[config.mk]
export PLATFORM = sky130hd
export DESIGN_NAME = hdlc_tx_abort
export DESIGN_NICKNAME = d
export VERILOG_FILES = /design/src/rtl/hdlc_tx_pkg.sv /design/src/rtl/hdlc_tx_fifo.sv /design/src/rtl/hdlc_tx_crc.sv /design/src/rtl/hdlc_tx_framer.sv /design/src/rtl/hdlc_tx_abort.sv
export SDC_FILE = /design/constraint.sdc
export NUM_CORES = 1
export LEC_CHECK = 0
export ABC_AREA = 1
export ABC_CLOCK_PERIOD_IN_PS = 5200
export BUFFER_PORTS_ARGS = -buffer_cell sky130_fd_sc_hd__buf_2
export CORE_UTILIZATION = 50
export DETAILED_ROUTE_END_ITERATION = 6
export PLACE_DENSITY = 0.71
export SYNTH_ARGS = -nofsm -noshare
export SYNTH_HDL_FRONTEND = slang
export SYNTH_SLANG_ARGS = --single-unit
[constraint.sdc]
create_clock -name clk -period 5.2 [get_ports clk]
set_clock_uncertainty 0.1 [all_clocks]
set_input_delay 0.52 -clock clk [delete_from_list [all_inputs] [get_ports clk]]
set_output_delay 0.52 -clock clk [all_outputs]
set_load 0.05 [all_outputs]
[src/rtl/hdlc_tx_pkg.sv]
package hdlc_tx_pkg;

   typedef enum logic [2:0] {
      S_FLAG,
      S_DATA,
      S_FCS,
      S_TAIL,
      S_ABORT
   } tx_state_e;

   localparam logic [7:0]  FLAG_BYTE  = 8'h7E;
   localparam logic [15:0] CRC_SEED   = 16'hFFFF;
   localparam logic [15:0] CRC_GEN_RF = 16'h8408;

endpackage

[src/rtl/hdlc_tx_fifo.sv]
module hdlc_tx_fifo #(
   parameter int DW    = 9,
   parameter int DEPTH = 16
) (
   input  logic          clk,
   input  logic          rst_n,
   input  logic          push,
   input  logic [DW-1:0] din,
   input  logic          pop,
   output logic [DW-1:0] dout,
   output logic          full,
   output logic          empty
);
   localparam int AW = (DEPTH > 1) ? $clog2(DEPTH) : 1;
   localparam int CW = AW + 1;
   localparam logic [CW-1:0] CNT_FULL = CW'(DEPTH);
   localparam logic [AW-1:0] PTR_LAST = AW'(DEPTH - 1);

   if (DEPTH < 2) begin : g_depth_bad
      $error("hdlc_tx_fifo: DEPTH must be at least 2");
   end

   logic [DW-1:0] mem [DEPTH];
   logic [AW-1:0] wp, rp, wp_nx, rp_nx;
   logic [CW-1:0] cnt;
   logic          do_push, do_pop;

   assign full    = (cnt == CNT_FULL);
   assign empty   = (cnt == '0);
   assign do_push = push && !full;
   assign do_pop  = pop && !empty;
   assign dout    = mem[rp];

   if ((DEPTH & (DEPTH - 1)) == 0) begin : g_wrap_pow2
      assign wp_nx = wp + AW'(1);
      assign rp_nx = rp + AW'(1);
   end else begin : g_wrap_cmp
      assign wp_nx = (wp == PTR_LAST) ? '0 : wp + AW'(1);
      assign rp_nx = (rp == PTR_LAST) ? '0 : rp + AW'(1);
   end

   always_ff @(posedge clk) begin
      if (do_push) mem[wp] <= din;
   end

   always_ff @(posedge clk) begin
      if (!rst_n) begin
         wp  <= '0;
         rp  <= '0;
         cnt <= '0;
      end else begin
         if (do_push) wp <= wp_nx;
         if (do_pop)  rp <= rp_nx;
         case ({do_push, do_pop})
            2'b10:   cnt <= cnt + CW'(1);
            2'b01:   cnt <= cnt - CW'(1);
            default: cnt <= cnt;
         endcase
      end
   end
endmodule

[src/rtl/hdlc_tx_crc.sv]
module hdlc_tx_crc #(
   parameter int          W    = 16,
   parameter logic [15:0] GEN  = hdlc_tx_pkg::CRC_GEN_RF,
   parameter logic [15:0] SEED = hdlc_tx_pkg::CRC_SEED
) (
   input  logic         clk,
   input  logic         rst_n,
   input  logic         init,
   input  logic         en,
   input  logic         din,
   output logic [W-1:0] crc_nx
);
   if (W < 2 || W > 16) begin : g_w_bad
      $error("hdlc_tx_crc: W must lie in 2..16");
   end

   logic [W-1:0] crc_q;
   logic         fb;

   assign fb = crc_q[0] ^ din;

   for (genvar i = 0; i < W; i++) begin : g_tap
      if (i == W - 1) begin : g_top
         assign crc_nx[i] = fb & GEN[i];
      end else begin : g_mid
         assign crc_nx[i] = crc_q[i+1] ^ (fb & GEN[i]);
      end
   end

   always_ff @(posedge clk) begin
      if (!rst_n)     crc_q <= SEED[W-1:0];
      else if (init)  crc_q <= SEED[W-1:0];
      else if (en)    crc_q <= crc_nx;
   end
endmodule

[src/rtl/hdlc_tx_framer.sv]
module hdlc_tx_framer
   import hdlc_tx_pkg::*;
#(
   parameter int DW        = 8,
   parameter int CRC_W     = 16,
   parameter int ABORT_LEN = 8,
   parameter int STUFF_RUN = 5
) (
   input  logic             clk,
   input  logic             rst_n,
   input  logic             q_empty,
   input  logic [DW:0]      q_dout,
   output logic             q_pop,
   output logic             crc_init,
   output logic             crc_en,
   output logic             crc_bit,
   input  logic [CRC_W-1:0] crc_nx,
   output logic             tx_bit,
   output logic             ab_start,
   output logic             ab_on
);
   localparam int IDX_MAX = (CRC_W > ABORT_LEN) ? CRC_W : ABORT_LEN;
   localparam int IW      = $clog2(IDX_MAX);
   localparam int OW      = $clog2(STUFF_RUN + 1);
   localparam logic [IW-1:0] LAST_FLAG  = IW'(7);
   localparam logic [IW-1:0] LAST_DATA  = IW'(DW - 1);
   localparam logic [IW-1:0] LAST_FCS   = IW'(CRC_W - 1);
   localparam logic [IW-1:0] LAST_ABORT = IW'(ABORT_LEN - 1);
   localparam logic [OW-1:0] RUN_LIM    = OW'(STUFF_RUN);

   if (DW != 8) begin : g_dw_bad
      $error("hdlc_tx_framer: DW must be 8");
   end
   if (CRC_W < DW) begin : g_crc_bad
      $error("hdlc_tx_framer: CRC_W must not be below DW");
   end
   if (ABORT_LEN < 7) begin : g_abort_bad
      $error("hdlc_tx_framer: ABORT_LEN must be at least 7");
   end
   if (STUFF_RUN != 5) begin : g_run_bad
      $error("hdlc_tx_framer: STUFF_RUN must be 5");
   end

   tx_state_e        st;
   logic [IW-1:0]    idx;
   logic [OW-1:0]    ones;
   logic [CRC_W-1:0] sh;
   logic             cur_eom;
   logic             flush;

   logic             in_body, stuff, data_bit, bit_now;
   logic [OW-1:0]    ones_nx;
   logic             start, last_byte, last_fcs, need_next, underrun;
   logic             data_pop, flush_pop;

   assign in_body   = (st == S_DATA) || (st == S_FCS);
   assign stuff     = in_body && (ones == RUN_LIM);
   assign data_bit  = in_body && !stuff;

   always_comb begin
      if (data_bit)   ones_nx = sh[0] ? ones + OW'(1) : '0;
      else if (stuff) ones_nx = '0;
      else            ones_nx = ones;
   end

   always_comb begin
      case (st)
         S_FLAG:  bit_now = FLAG_BYTE[idx[2:0]];
         S_DATA,
         S_FCS:   bit_now = stuff ? 1'b0 : sh[0];
         S_ABORT: bit_now = 1'b1;
         default: bit_now = 1'b0;
      endcase
   end

   assign start     = (st == S_FLAG) && (idx == LAST_FLAG) && !q_empty && !flush;
   assign last_byte = (st == S_DATA) && data_bit && (idx == LAST_DATA);
   assign last_fcs  = (st == S_FCS) && data_bit && (idx == LAST_FCS);
   assign need_next = last_byte && !cur_eom;
   assign underrun  = need_next && q_empty;
   assign data_pop  = need_next && !q_empty;
   assign flush_pop = flush && !q_empty;
   assign q_pop     = start || data_pop || flush_pop;

   assign crc_init  = start;
   assign crc_en    = (st == S_DATA) && data_bit;
   assign crc_bit   = sh[0];

   always_ff @(posedge clk) begin
      if (!rst_n) begin
         st       <= S_FLAG;
         idx      <= '0;
         ones     <= '0;
         sh       <= '0;
         cur_eom  <= 1'b0;
         flush    <= 1'b0;
         tx_bit   <= 1'b0;
         ab_start <= 1'b0;
         ab_on    <= 1'b0;
      end else begin
         tx_bit   <= bit_now;
         ab_on    <= (st == S_ABORT);
         ab_start <= (st == S_ABORT) && (idx == '0);

         if (underrun)                      flush <= 1'b1;
         else if (flush_pop && q_dout[DW])  flush <= 1'b0;

         case (st)
            S_FLAG: begin
               if (idx == LAST_FLAG) begin
                  idx <= '0;
                  if (start) begin
                     st      <= S_DATA;
                     sh      <= {{(CRC_W-DW){1'b0}}, q_dout[DW-1:0]};
                     cur_eom <= q_dout[DW];
                     ones    <= '0;
                  end
               end else begin
                  idx <= idx + IW'(1);
               end
            end
            S_DATA: begin
               ones <= ones_nx;
               if (data_bit) begin
                  sh  <= sh >> 1;
                  idx <= idx + IW'(1);
                  if (last_byte) begin
                     idx <= '0;
                     if (cur_eom) begin
                        st <= S_FCS;
                        sh <= ~crc_nx;
                     end else if (q_empty) begin
                        st <= S_ABORT;
                     end else begin
                        sh      <= {{(CRC_W-DW){1'b0}}, q_dout[DW-1:0]};
                        cur_eom <= q_dout[DW];
                     end
                  end
               end
            end
            S_FCS: begin
               ones <= ones_nx;
               if (data_bit) begin
                  sh  <= sh >> 1;
                  idx <= idx + IW'(1);
                  if (last_fcs) begin
                     idx <= '0;
                     st  <= (ones_nx == RUN_LIM) ? S_TAIL : S_FLAG;
                  end
               end
            end
            S_TAIL: begin
               st  <= S_FLAG;
               idx <= '0;
            end
            S_ABORT: begin
               if (idx == LAST_ABORT) begin
                  st  <= S_FLAG;
                  idx <= '0;
               end else begin
                  idx <= idx + IW'(1);
               end
            end
            default: begin
               st  <= S_FLAG;
               idx <= '0;
            end
         endcase
      end
   end
endmodule

[src/rtl/hdlc_tx_abort.sv]
module hdlc_tx_abort #(
   parameter int DEPTH     = 16,
   parameter int ABORT_LEN = 8
) (
   input  logic       clk,
   input  logic       rst_n,
   input  logic       wr_en,
   input  logic [7:0] wr_data,
   input  logic       wr_eom,
   output logic       tx_full,
   output logic       tx_empty,
   input  logic       rd_evt,
   output logic       udr_flag,
   output logic       tx_bit
);
   localparam int DW    = 8;
   localparam int QW    = DW + 1;
   localparam int CRC_W = 16;

   logic [QW-1:0]    q_dout;
   logic             q_pop;
   logic             crc_init, crc_en, crc_bit;
   logic [CRC_W-1:0] crc_nx;
   logic             ab_start, ab_on;
   logic             udr_q;

   hdlc_tx_fifo #(.DW(QW), .DEPTH(DEPTH)) u_fifo (
      .clk   (clk),
      .rst_n (rst_n),
      .push  (wr_en),
      .din   ({wr_eom, wr_data}),
      .pop   (q_pop),
      .dout  (q_dout),
      .full  (tx_full),
      .empty (tx_empty)
   );

   hdlc_tx_crc #(.W(CRC_W)) u_crc (
      .clk    (clk),
      .rst_n  (rst_n),
      .init   (crc_init),
      .en     (crc_en),
      .din    (crc_bit),
      .crc_nx (crc_nx)
   );

   hdlc_tx_framer #(
      .DW        (DW),
      .CRC_W     (CRC_W),
      .ABORT_LEN (ABORT_LEN),
      .STUFF_RUN (5)
   ) u_framer (
      .clk      (clk),
      .rst_n    (rst_n),
      .q_empty  (tx_empty),
      .q_dout   (q_dout),
      .q_pop    (q_pop),
      .crc_init (crc_init),
      .crc_en   (crc_en),
      .crc_bit  (crc_bit),
      .crc_nx   (crc_nx),
      .tx_bit   (tx_bit),
      .ab_start (ab_start),
      .ab_on    (ab_on)
   );

   assign udr_flag = udr_q | ab_start;

   always_ff @(posedge clk) begin
      if (!rst_n)      udr_q <= 1'b0;
      else if (rd_evt) udr_q <= 1'b0;
      else             udr_q <= udr_flag;
   end
endmodule

==> summary.txt, run 1 <==
Timing
  – Final critical-path share of the clock period: 55.1%
  – Max-slew violations: 0
  – Setup violations, final: 0
  – Unrepaired setup endpoints after global routing: false
  – Rel. slew slack: 25.9%
  – Transition at the pin with the smallest max-transition slack: 1.11 ns
  – Shortest period the worst path allows: 2.87 ns
  – Summed negative setup slack over all endpoints: 0 ns
  – Timing-limited maximum frequency: roughly 350 MHz
  – Number of endpoints with negative hold slack in the final report: 0

Detailed routing
  – Via count of the routed design: 6,184
  – DRT Pass-1 Iters: 5
  – Antenna violation net count after detailed routing: 0
  – Detailed-route vias per instance: 5.69
  – Number of DRC violations after detailed routing: 0
  – Average wire per cell in the routed design: 17.4 um
  – Sum of routed wire length over all layers: 18.9 mm
  – Number of DRC markers in iteration 0: 620

Placement
  – Half-perimeter wire length after detailed placement: 11.4 mm
  – Count of port buffers added during placement: 16
  – Number of cells in the design after placement: 1,049
  – Placer Congestion: 0.849

Global route
  – Remaining global-route overflow: 0
  – First-pass GRT wire length: 29.7 mm
  – Initial antenna violation count: 0
  – Maximum number of pins on one net before global-route repair: 74
  – Total GRT Usage: 21.0%
  – Vias in the first global route: 5,727

Floorplan
  – Placement Rows: 48
  – Number of placed I/O pins: 17
  – Initial Utilization: 51.3%
  – Horizontal die dimension: around 140 um
  – Die height: between 100 and 150 um
  – Placeable core region: between 15,000 and 20,000 um^2
  – Die Outline Area: 18,300 um^2

Yosys
  – Mean post-synth cell area: around 11 um^2
  – Fraction of the mapped netlist area in adder cells: around 1.7%
  – Gate count after technology mapping: 843
  – Sequential share of the synthesized area: 63.4%
  – Multiplexer fraction of the synthesized cell area: 0%
  – Synthesized net count: 868
  – Post-synthesis register bit count: 209
  – Synthesized area: just under 9000 um^2
  – Ranking of synthesized cells by area: sky130_fd_sc_hd__edfxtp_1 49%, sky130_fd_sc_hd__dfxtp_1 15%, sky130_fd_sc_hd__nor2_1 5.6%, sky130_fd_sc_hd__o21ai_0 5.2%, sky130_fd_sc_hd__nand2_1 4.0%
  – Unique cell type count in the Yosys netlist: 43
  – Count of warnings emitted by yosys: 0
  – Combinational family with the most area after synthesis: compound AO/OA/AOI/OAI gates
  – Share of flip-flops with an asynchronous set or reset after synthesis: 0%
  – Prevailing post-synth register cell: sky130_fd_sc_hd__edfxtp_1
  – Area fraction of the dominant cell type after synthesis: 48.7%
  – Area fraction in and, or, nand and nor cells after synthesis: 14.1%
  – EDFF count, synth: 144
  – Compound-Gate Fraction of Synth Area: 14.8%
  – Cell type with the largest total area after synthesis: sky130_fd_sc_hd__edfxtp_1
  – Xor and xnor fraction of the mapped netlist area: 0.888%

Power and ir drop
  – Power density over the cells: 423 nW/um^2
  – Worst voltage drop across the vdd grid: 0.285 mV
  – Total internal power: between 3 and 4 mW
  – Leakage power total: 3.67 nW
  – Net switching power figure: 1.12 mW
  – Clk network pwr share: 37.7%
  – Sequential cell fraction of total power: 47.9%
  – Combinational share of power: 14.4%
  – Switching part of the total power: roughly 27%

Clock tree
  – Num CTS Buffers: 21
  – Clock transition at the registers of the reported paths: 0.06 ns
  – Number of gates resized after cts: 0
  – Clock buffer depth: 3
  – CTS tree: built
  – Hold buffers post-CTS: 0
  – Clock root buffer: sky130_fd_sc_hd__clkbuf_16
  – Clk_lat worst skew: 0.50 ns
  – Sinks on Clock Net: 209
  – Total setup buffers inserted after CTS: 0
  – H-tree depth: 1

Layout
  – Final Instance Count excl. Fillers: 1,087
  – Most common library cell in the layout ignoring fill and taps: sky130_fd_sc_hd__edfxtp_1
  – Storage cell area: 5630 um^2
  – Number of antenna repair diodes: 0
  – Filler cells: between 1,000 and 1,500
  – Area Overhead vs Synth: 10.4%
  – Proportion of layout cells with a drive suffix above 1: 10.4%
  – Leading cell types in the layout, fill and taps excluded: 144 x sky130_fd_sc_hd__edfxtp_1, 133 x sky130_fd_sc_hd__nor2_1, 95 x sky130_fd_sc_hd__nand2_1, 93 x sky130_fd_sc_hd__o21ai_0, 64 x sky130_fd_sc_hd__dfxtp_1
  – Net count, final: 872
  – Footprint of the multi-input gates: around 2800 um^2

Flow run
  – # Max-Cap Violations: 0

Critical path
  – Startpoint class of the critical path: flop
  – Crit end category: flop
  – Critical path peak fanout: 73
  – Data required, critical path: 5.49 ns
  – Critical path data arrival time: 3.15 ns
  – Critical path class: flop to flop

Status
  – Result of the run: completed

Hold path
  – Worst min-delay path category: primary input to flop
[cells in the mapped netlist (2+ instances only)]
master	n
sky130_fd_sc_hd__edfxtp_1	144
sky130_fd_sc_hd__nor2_1	133
sky130_fd_sc_hd__nand2_1	95
sky130_fd_sc_hd__o21ai_0	93
sky130_fd_sc_hd__dfxtp_1	65
sky130_fd_sc_hd__inv_1	60
sky130_fd_sc_hd__nand3_1	32
sky130_fd_sc_hd__o211ai_1	29
sky130_fd_sc_hd__o221ai_1	29
sky130_fd_sc_hd__a21oi_1	27
sky130_fd_sc_hd__clkbuf_1	26
sky130_fd_sc_hd__ha_1	12
sky130_fd_sc_hd__inv_2	11
sky130_fd_sc_hd__o21ai_1	9
sky130_fd_sc_hd__buf_2	7
sky130_fd_sc_hd__a221oi_1	6
sky130_fd_sc_hd__nor2_2	6
sky130_fd_sc_hd__xor2_1	6
sky130_fd_sc_hd__nor2_4	5
sky130_fd_sc_hd__o22ai_1	5
sky130_fd_sc_hd__nand2_2	4
sky130_fd_sc_hd__nand3_2	4
sky130_fd_sc_hd__a31oi_1	3
sky130_fd_sc_hd__buf_6	3
sky130_fd_sc_hd__nand4_1	3
sky130_fd_sc_hd__nor3_1	3
sky130_fd_sc_hd__xnor2_1	3
sky130_fd_sc_hd__a211oi_1	2
sky130_fd_sc_hd__and3_1	2
sky130_fd_sc_hd__buf_4	2
sky130_fd_sc_hd__clkinv_1	2
[critical path, stage by stage (launching register included)]
cell and delay, ns:
sky130_fd_sc_hd__dfxtp_2 0.31, sky130_fd_sc_hd__buf_4 0.54, sky130_fd_sc_hd__inv_2 0.62, sky130_fd_sc_hd__o21ai_0 0.40, sky130_fd_sc_hd__o221ai_1 0.16, sky130_fd_sc_hd__nand3_1 0.18
sky130_fd_sc_hd__nand2_1 0.12, sky130_fd_sc_hd__nand2_1 0.08, sky130_fd_sc_hd__nand3_1 0.08, sky130_fd_sc_hd__o211ai_1 0.09, sky130_fd_sc_hd__inv_1 0.05
[metrics by stage]
stage	total power, mW	worst slack, ns	area [um^2]	hold WS [ns]	utilization, %
finish	4.14	2.33	9800	0.0721	56.7
floorplan	2.48	2.79	8880	0.338	-
detailed placement	2.61	2.38	9090	0.359	52.5
CTS	4.15	2.33	9800	0.0571	56.7
global placement	2.60	2.43	9090	0.351	52.5
global route	4.30	2.07	9800	0.0817	56.7
[registers in the layout, indices dropped and copies added (netlist names), named ones only]
register and cells:
u_framer.tx_bit 1, u_fifo.wp 4, u_framer.flush 1, u_framer.st 3, u_fifo.cnt 5, u_framer.sh 16
u_framer.ab_start 1, u_framer.ones 3, u_fifo.rp 4, u_crc.crc_q 16, u_framer.cur_eom 1, u_framer.idx 4
udr_q 1, u_fifo.mem 144
[cell type report]
type,instances,share of cell area (%)
clock inverters,14,1.58
inverters,73,2.80
well taps,225,2.87
repair buffers,20,1.12
flip-flops and latches,209,57.4
clock buffers,24,5.69
multi-input cells,522,28.5
[metal layers]
layer / GRT usage [%] / part of all wire (%) / vias up
met3: 3.52 / 6.3 / 28
met2: 33.6 / 47 / 208
met1: 29.5 / 45 / 2962
li1: - / - / 2986
met4: 6.05 / 1.9 / 0
met5: 0 / 0 / -
[worst paths after layout]
kind | slack (ns) | startpoint | cells after the start | endpoint
setup / recovery | 2.33 | flop | 10 | u_framer.sh[2]
hold reg to reg | 0.37 | u_framer.sh[15] | 2 | u_framer.sh[15]
hold / removal | 0.07 | rd_evt | 2 | udr_q
setup reg to reg | 2.33 | flop | 10 | u_framer.sh[2]
[cells by family after synthesis]
group / after synthesis
AND/OR/NAND/NOR: 289
AO/OA/AOI/OAI: 212
flip-flops: 209
buffers and inverters: 112
adder cells (fa/ha/maj): 12
XOR/XNOR: 9
[power by group through the flow]
stage | Clock (mW) | Combinational (mW) | Sequential, mW
floorplan | 0 | 0.473 | 2.01
global placement | 0 | 0.582 | 2.02
detailed placement | 0 | 0.593 | 2.02
CTS | 1.57 | 0.595 | 1.98
global route | 1.63 | 0.670 | 2.00
finish | 1.56 | 0.598 | 1.98
(Power assumes the default switching activity.)
==> run 2, diff against run 1 <==
- ABC_CLOCK_PERIOD_IN_PS: 5200 -> 2900
- clock period: 5.2 -> 2.9 ns (I/O delays scaled with it)
==> run 2 against run 1 <==
Cell area grew 1.1%. Die area did not move. Count of clock-buffer cells in the layout rose by 3. Via count decreased by 0.71%. Cell count is 1.7% higher. Maximum frequency up 13%. Global-route usage down 0.15 points. Critical endpoint is now u_fifo.cnt[4]. Largest cell class unchanged.
==> summary.txt, run 2 (synthesized netlist as in run 1, its figures left out) <==
Detailed routing
  – Average wire per cell in the routed design: 16.8 um (-3.6%)
  – Via count of the routed design: 6,140 (-0.71%)
  – Number of DRC markers in iteration 0: 467 (-25%)
  – Number of DRC violations after detailed routing: 0 (unchanged)
  – Sum of routed wire length over all layers: 18.5 mm (-2.0%)
  – Antenna violation net count after detailed routing: 0 (unchanged)
  – Detailed-route vias per instance: 5.55 (-2.4%)
  – DRT Pass-1 Iters: 5 (unchanged)

Layout
  – Final Instance Count excl. Fillers: 1,106 (+1.7%)
  – Filler cells: 1,461 (-1.4%)
  – Proportion of layout cells with a drive suffix above 1: 12.1% (+1.7 points)
  – Number of antenna repair diodes: 0 (unchanged)
  – Registers with the most flip-flops: u_fifo.mem x144, u_crc.crc_q x16, u_framer.sh x16
  – Most common library cell in the layout ignoring fill and taps: sky130_fd_sc_hd__edfxtp_1
  – Leading cell types in the layout, fill and taps excluded: 144 x sky130_fd_sc_hd__edfxtp_1, 133 x sky130_fd_sc_hd__nor2_1, 95 x sky130_fd_sc_hd__nand2_1, 93 x sky130_fd_sc_hd__o21ai_0, 64 x sky130_fd_sc_hd__dfxtp_1
  – Most flop-heavy register: u_fifo.mem
  – Flip-flop count of the largest register, all copies and words added: 144 (unchanged)
  – Net count, final: 892 (+2.3%)
  – Area Overhead vs Synth: 11.6%

Status
  – Result of the run: completed

Power and ir drop
  – Combinational share of power: 14.6% (+0.2 points)
  – Total internal power: 5.33 mW (+76%)
  – Leakage power total: 3.77 nW (+2.7%)
  – Power density over the cells: 732 nW/um^2 (+73%)
  – Clk network pwr share: 36.3% (-1.4 points)
  – Worst voltage drop across the vdd grid: 0.517 mV (+81%)
  – Sequential cell fraction of total power: 49.0% (+1.1 points)
  – Net switching power figure: 1.92 mW (+72%)
  – Switching part of the total power: 26.5% (-0.51 points)

Clock tree
  – Num CTS Buffers: 21 (unchanged)
  – Clk_lat worst skew: 0.50 ns (about the same)
  – H-tree depth: 1 (unchanged)
  – Clock buffer depth: 3 (unchanged)
  – Clock root buffer: sky130_fd_sc_hd__clkbuf_16
  – Hold buffers post-CTS: 1 (+1)
  – Clock transition at the registers of the reported paths: 0.06 ns (about the same)
  – Total setup buffers inserted after CTS: 0 (unchanged)
  – CTS tree: built
  – Sinks on Clock Net: 209 (unchanged)
  – Number of gates resized after cts: 0 (unchanged)

Global route
  – Maximum number of pins on one net before global-route repair: 73 (-1.4%)
  – Vias in the first global route: 5,719 (-0.14%)
  – Total GRT Usage: 20.9% (-0.15 points)
  – Remaining global-route overflow: 0 (unchanged)
  – Global routing met3 resource utilization: 2.73% (-0.79 points)
  – Met1 usage: 29.6% (+0.13 points)
  – Initial antenna violation count: 0 (unchanged)
  – First-pass GRT wire length: 29.7 mm (-0.11%)
  – Most utilized layer in the global route result: met2
  – Met2 Usage GRT: 32.9% (-0.66 points)

Critical path
  – Delay of the slowest cell on the worst path: 0.35 ns (-0.27 ns)
  – Data required, critical path: 3.22 ns (-2.27 ns)
  – Critical path class: flop to flop
  – Slowest CP cell: sky130_fd_sc_hd__dfxtp_1
  – Crit path cell chain: inv_1 > ha_1 > nand2_2 > inv_2 > nor2_2 > nand3_2 > nand3_2 > ha_1 > xor2_1 > ha_1 > inv_1 > nand2_1 > nand2_1 > nand2_1 > nand2_1 > nand2_1 > nand2_1 > a21oi_1
  – Most common cell on crit path: sky130_fd_sc_hd__nand2_1
  – Startpoint class of the critical path: flop
  – Critical path data arrival time: 2.85 ns (-0.30 ns)
  – Crit end category: flop
  – Critical path peak fanout: 5 (-93%)

Floorplan
  – Horizontal die dimension: 135 um (unchanged)
  – Initial Utilization: 51.3% (unchanged)
  – Placeable core region: 17,300 um^2 (unchanged)
  – Placement Rows: 48 (unchanged)
  – Number of placed I/O pins: 17 (unchanged)
  – Die Outline Area: 18,300 um^2 (unchanged)
  – Die height: 135 um (unchanged)

Timing
  – Final critical-path share of the clock period: 87.1% (+32 points)
  – Number of endpoints with negative hold slack in the final report: 0 (unchanged)
  – Setup violations, final: 0 (unchanged)
  – Rel. slew slack: 41.5% (+16 points)
  – Shortest period the worst path allows: 2.53 ns (-0.341 ns)
  – Max-slew violations: 0 (unchanged)
  – Transition at the pin with the smallest max-transition slack: 0.875 ns (-0.235 ns)
  – Summed negative setup slack over all endpoints: 0 ns (unchanged)
  – Timing-limited maximum frequency: 396 MHz (+13%)
  – Unrepaired setup endpoints after global routing: false

Placement
  – Placer Congestion: 0.840 (-0.97%)
  – Count of port buffers added during placement: 16 (unchanged)
  – Number of cells in the design after placement: 1,068 (+1.8%)
  – Half-perimeter wire length after detailed placement: 11.4 mm (+0.32%)

Flow run
  – # Max-Cap Violations: 0 (unchanged)

Hold path
  – Worst min-delay path category: primary input to flop
-- run 2: cell types whose count changed in the layout (fill, tap and decap cells not counted) --
cell	before	now
sky130_fd_sc_hd__clkinv_1	5	4
sky130_fd_sc_hd__clkbuf_16	22	21
sky130_fd_sc_hd__clkbuf_8	0	2
sky130_fd_sc_hd__clkinvlp_4	4	0
sky130_fd_sc_hd__bufinv_16	3	2
sky130_fd_sc_hd__clkinv_2	3	5
sky130_fd_sc_hd__buf_4	4	23
sky130_fd_sc_hd__dlygate4sd3_1	0	1
sky130_fd_sc_hd__clkbuf_1	2	4
-- run 2: power groups by stage --
stage,logic (mW),clock network (mW),registers (mW)
detailed placement,1.05,0,3.61
finish,1.06,2.64,3.56
global route,1.20,2.77,3.58
CTS,1.06,2.67,3.55
global placement,1.03,0,3.61
floorplan,0.848,0,3.60
-- run 2: per-stage QoR --
stage	setup slack [ns]	power (mW)	hold WS, ns	instance area, um^2	util [%]
after global routing	0.0552	7.56	0.0835	9910	57.3
after global placement	0.463	4.65	0.352	9230	53.4
after floorplan	0.494	4.45	0.267	8880	-
final	0.374	7.25	0.0822	9910	57.3
after CTS	0.357	7.29	0.0710	9910	57.3
after detailed placement	0.391	4.67	0.355	9230	53.4
-- run 2: cell type report --
cell class                      count  area, um^2  share of cell area (%)
Sequential cell                   209        5630                    56.8
Inverter                           73         274                    2.77
Tap cell                          225         282                    2.84
Multi-Input combinational cell    522        2790                    28.2
Timing Repair Buffer               40         263                    2.65
Clock inverter                     10         101                    1.02
Clock buffer                       27         568                    5.73
-- run 2: final timing paths --
| kind | slack [ns] | start | end | cells past startpoint |
|---|---|---|---|---|
| max | 0.37 | u_framer.ones[1] | u_fifo.cnt[4] | 18 |
| max reg2reg | 0.37 | u_framer.ones[1] | u_fifo.cnt[4] | 18 |
| min | 0.08 | wr_data[5] | u_fifo.mem[4][5] | 1 |
| min reg2reg | 0.36 | u_framer.sh[15] | u_framer.sh[15] | 2 |
-- run 2: layer usage --
| metal | share of wire [%] | routed length, um |
|---|---|---|
| met4 | 2.5 | 461 |
| met2 | 45 | 8380 |
| met3 | 5.5 | 1020 |
| met5 | 0 | 0 |
| met1 | 47 | 8660 |
-- run 2: worst max-delay path: cells and delay by family, from the launching register on --
| family | cells | cell delay [ns] |
|---|---|---|
| AO/OA/AOI/OAI | 1 | 0.11 |
| XOR/XNOR | 1 | 0.22 |
| AND/OR/NAND/NOR | 10 | 0.90 |
| flip-flops | 1 | 0.35 |
| buffers and inverters | 3 | 0.18 |
| adder cells (fa/ha/maj) | 3 | 0.62 |
==> run 3, diff against run 2 <==
- BUFFER_PORTS_ARGS: -buffer_cell sky130_fd_sc_hd__buf_2 -> default
- CAP_MARGIN: default -> 5
- DONT_BUFFER_PORTS: default -> 1
- GPL_TIMING_DRIVEN: default -> 0
- PLACE_DENSITY: 0.71 -> 0.7
==> run 3 against run 2 <==
Cell area is 0.72% higher. Core utilization is 0.41 points higher. Critical path depth down 8. Global-route usage rose by 3.0 points. Largest cell class unchanged. Largest power group unchanged.
==> summary.txt, run 3 (synthesized netlist as in run 1, its figures left out) <==
Global route
  – Total GRT Usage: 23.9% (+3.0 points)
  – Remaining global-route overflow: 0 (unchanged)
  – First-pass GRT wire length: 33.1 mm (+12%)
  – Initial antenna violation count: 0 (unchanged)
  – Maximum number of pins on one net before global-route repair: 17 (-77%)
  – Vias in the first global route: 6,246 (+9.2%)

Critical path
  – Crit end category: flop
  – Critical path class: flop to flop
  – Startpoint class of the critical path: flop
  – Critical path data arrival time: 3.08 ns (+0.23 ns)
  – Critical path peak fanout: 10 (+5)
  – Data required, critical path: 3.26 ns (+0.04 ns)

Layout
  – Number of antenna repair diodes: 0 (unchanged)
  – Most flop-heavy register: u_fifo.mem
  – Flip-flop count of the largest register, all copies and words added: 144 (unchanged)
  – Registers with the most flip-flops: u_fifo.mem x144, u_crc.crc_q x16, u_framer.sh x16
  – Area Overhead vs Synth: 12.4%
  – Filler cells: 1,461 (unchanged)
  – Net count, final: 903 (+1.2%)
  – Most common library cell in the layout ignoring fill and taps: sky130_fd_sc_hd__edfxtp_1
  – Final standard cell area without fillers: 9980 um^2 (+0.72%)
  – Proportion of layout cells with a drive suffix above 1: 9.27% (-2.9 points)
  – Leading cell types in the layout, fill and taps excluded: 144 x sky130_fd_sc_hd__edfxtp_1, 133 x sky130_fd_sc_hd__nor2_1, 95 x sky130_fd_sc_hd__nand2_1, 93 x sky130_fd_sc_hd__o21ai_0, 65 x sky130_fd_sc_hd__dfxtp_1

Detailed routing
  – Number of DRC violations after detailed routing: 0 (unchanged)
  – Antenna violation net count after detailed routing: 0 (unchanged)
  – Via count of the routed design: 6,386 (+4.0%)
  – Sum of routed wire length over all layers: 21.1 mm (+14%)
  – Detailed-route vias per instance: 5.70 (+2.7%)
  – DRT Pass-1 Iters: 6 (+1)
  – Number of DRC markers in iteration 0: 501 (+7.3%)
  – Average wire per cell in the routed design: 18.8 um (+12%)

Floorplan
  – Die height: 135 um (unchanged)
  – Initial Utilization: 51.3% (unchanged)
  – Placement Rows: 48 (unchanged)
  – Die Outline Area: 18,300 um^2 (unchanged)
  – Number of placed I/O pins: 17 (unchanged)
  – Placeable core region: 17,300 um^2 (unchanged)
  – Horizontal die dimension: 135 um (unchanged)

Power and ir drop
  – Power density over the cells: 740 nW/um^2 (+1.1%)
  – Total chip power: 7.39 mW (+1.9%)
  – Leakage power total: 3.71 nW (-1.4%)
  – Worst voltage drop across the vdd grid: 0.535 mV (+3.6%)

Clock tree
  – Clk_lat worst skew: 0.53 ns (+0.03 ns)
  – Clock buffer depth: 3 (unchanged)
  – CTS tree: built
  – Sinks on Clock Net: 209 (unchanged)
  – Num CTS Buffers: 23 (+9.5%)
  – H-tree depth: 1 (unchanged)
  – Total setup buffers inserted after CTS: 0 (unchanged)
  – Clock transition at the registers of the reported paths: 0.06 ns (about the same)
  – Clock root buffer: sky130_fd_sc_hd__clkbuf_16

Timing
  – Rel. slew slack: 17.4% (-24 points)
  – Timing-limited maximum frequency: 367 MHz (-7.3%)
  – Transition at the pin with the smallest max-transition slack: 1.23 ns (+0.360 ns)
  – Post-route worst hold slack: 0.0633 ns (-0.0189 ns)
  – Shortest period the worst path allows: 2.72 ns (+0.198 ns)
  – Final critical-path share of the clock period: 93.9% (+6.8 points)
  – Number of endpoints with negative hold slack in the final report: 0 (unchanged)
  – Setup violations, final: 0 (unchanged)
  – Max-slew violations: 0 (unchanged)

Status
  – Result of the run: completed

Placement
  – Count of port buffers added during placement: 0 (-16)
  – Placer Congestion: 0.828 (-1.5%)
  – Half-perimeter wire length after detailed placement: 13.7 mm (+20%)
  – Total placed instance area: 9160 um^2 (-0.75%)

Hold path
  – Worst min-delay path category: primary input to flop

Flow run
  – # Max-Cap Violations: 0 (unchanged)
run 3: layout make-up:
| cell class | instances | area, um^2 | share of cell area (%) |
|---|---|---|---|
| Buffer | 39 | 185 | 1.86 |
| Clock buffer | 31 | 627 | 6.28 |
| Clock inverter | 11 | 72.6 | 0.727 |
| Inverter | 73 | 274 | 2.75 |
| Multi-Input combinational cell | 522 | 2810 | 28.2 |
| Sequential cell | 209 | 5630 | 56.4 |
| Tap cell | 225 | 282 | 2.82 |
| Timing Repair Buffer | 10 | 100 | 1.00 |
run 3: power breakdown:
part / switching (mW) / total [mW] / internal [mW]
Combinational: 0.720 / 1.11 / 0.392
Sequential: 0.153 / 3.58 / 3.42
Clock: 1.17 / 2.70 / 1.53
Total: 2.04 / 7.39 / 5.35
run 3: routing by layer:
metal / track usage (%) / vias to the layer above / wire, um
li1: - / 3049 / -
met1: 31.5 / 3043 / 8830
met2: 38.7 / 236 / 9910
met3: 3.74 / 58 / 1510
met4: 11.1 / 0 / 813
met5: 0 / - / 0
run 3: worst paths after layout:
check	start	end	slack, ns	cells after the start
hold reg to reg	u_framer.sh[15]	u_framer.sh[15]	0.37	2
setup / recovery	u_fifo.cnt[1]	u_framer.sh[4]	0.18	10
hold / removal	wr_en	u_fifo.wp[1]	0.06	2
setup reg to reg	u_fifo.cnt[1]	u_framer.sh[4]	0.18	10
run 3: what timing repair did:
action | CTS | global route
hold endpoints to repair | 145 | 0
hold buffers | 10 | 0
setup endpoints to repair | 0 | 2
gates resized for setup | 0 | 3
run 3: through the flow:
step	instances	TNS, ns	setup WS, ns	util, %
global route	1120	-0.00676	-0.00676	57.7
CTS	1120	0	0.132	57.6
global placement	1068	0	0.166	53.0
detailed placement	1068	0	0.166	53.0
floorplan	843	0	0.494	-
finish	1120	0	0.176	57.7
run 3: critical path: stages, from the launching register on:
cell                       delay, ns
sky130_fd_sc_hd__dfxtp_1        0.36
sky130_fd_sc_hd__nor2_1         0.23
sky130_fd_sc_hd__nand2_1        0.07
sky130_fd_sc_hd__nor2_1         0.93
sky130_fd_sc_hd__a21oi_2        0.16
sky130_fd_sc_hd__nor2_2         0.27
sky130_fd_sc_hd__buf_6          0.19
sky130_fd_sc_hd__a21oi_1        0.09
sky130_fd_sc_hd__nand3_1        0.08
sky130_fd_sc_hd__o211ai_1       0.08
sky130_fd_sc_hd__inv_1          0.08
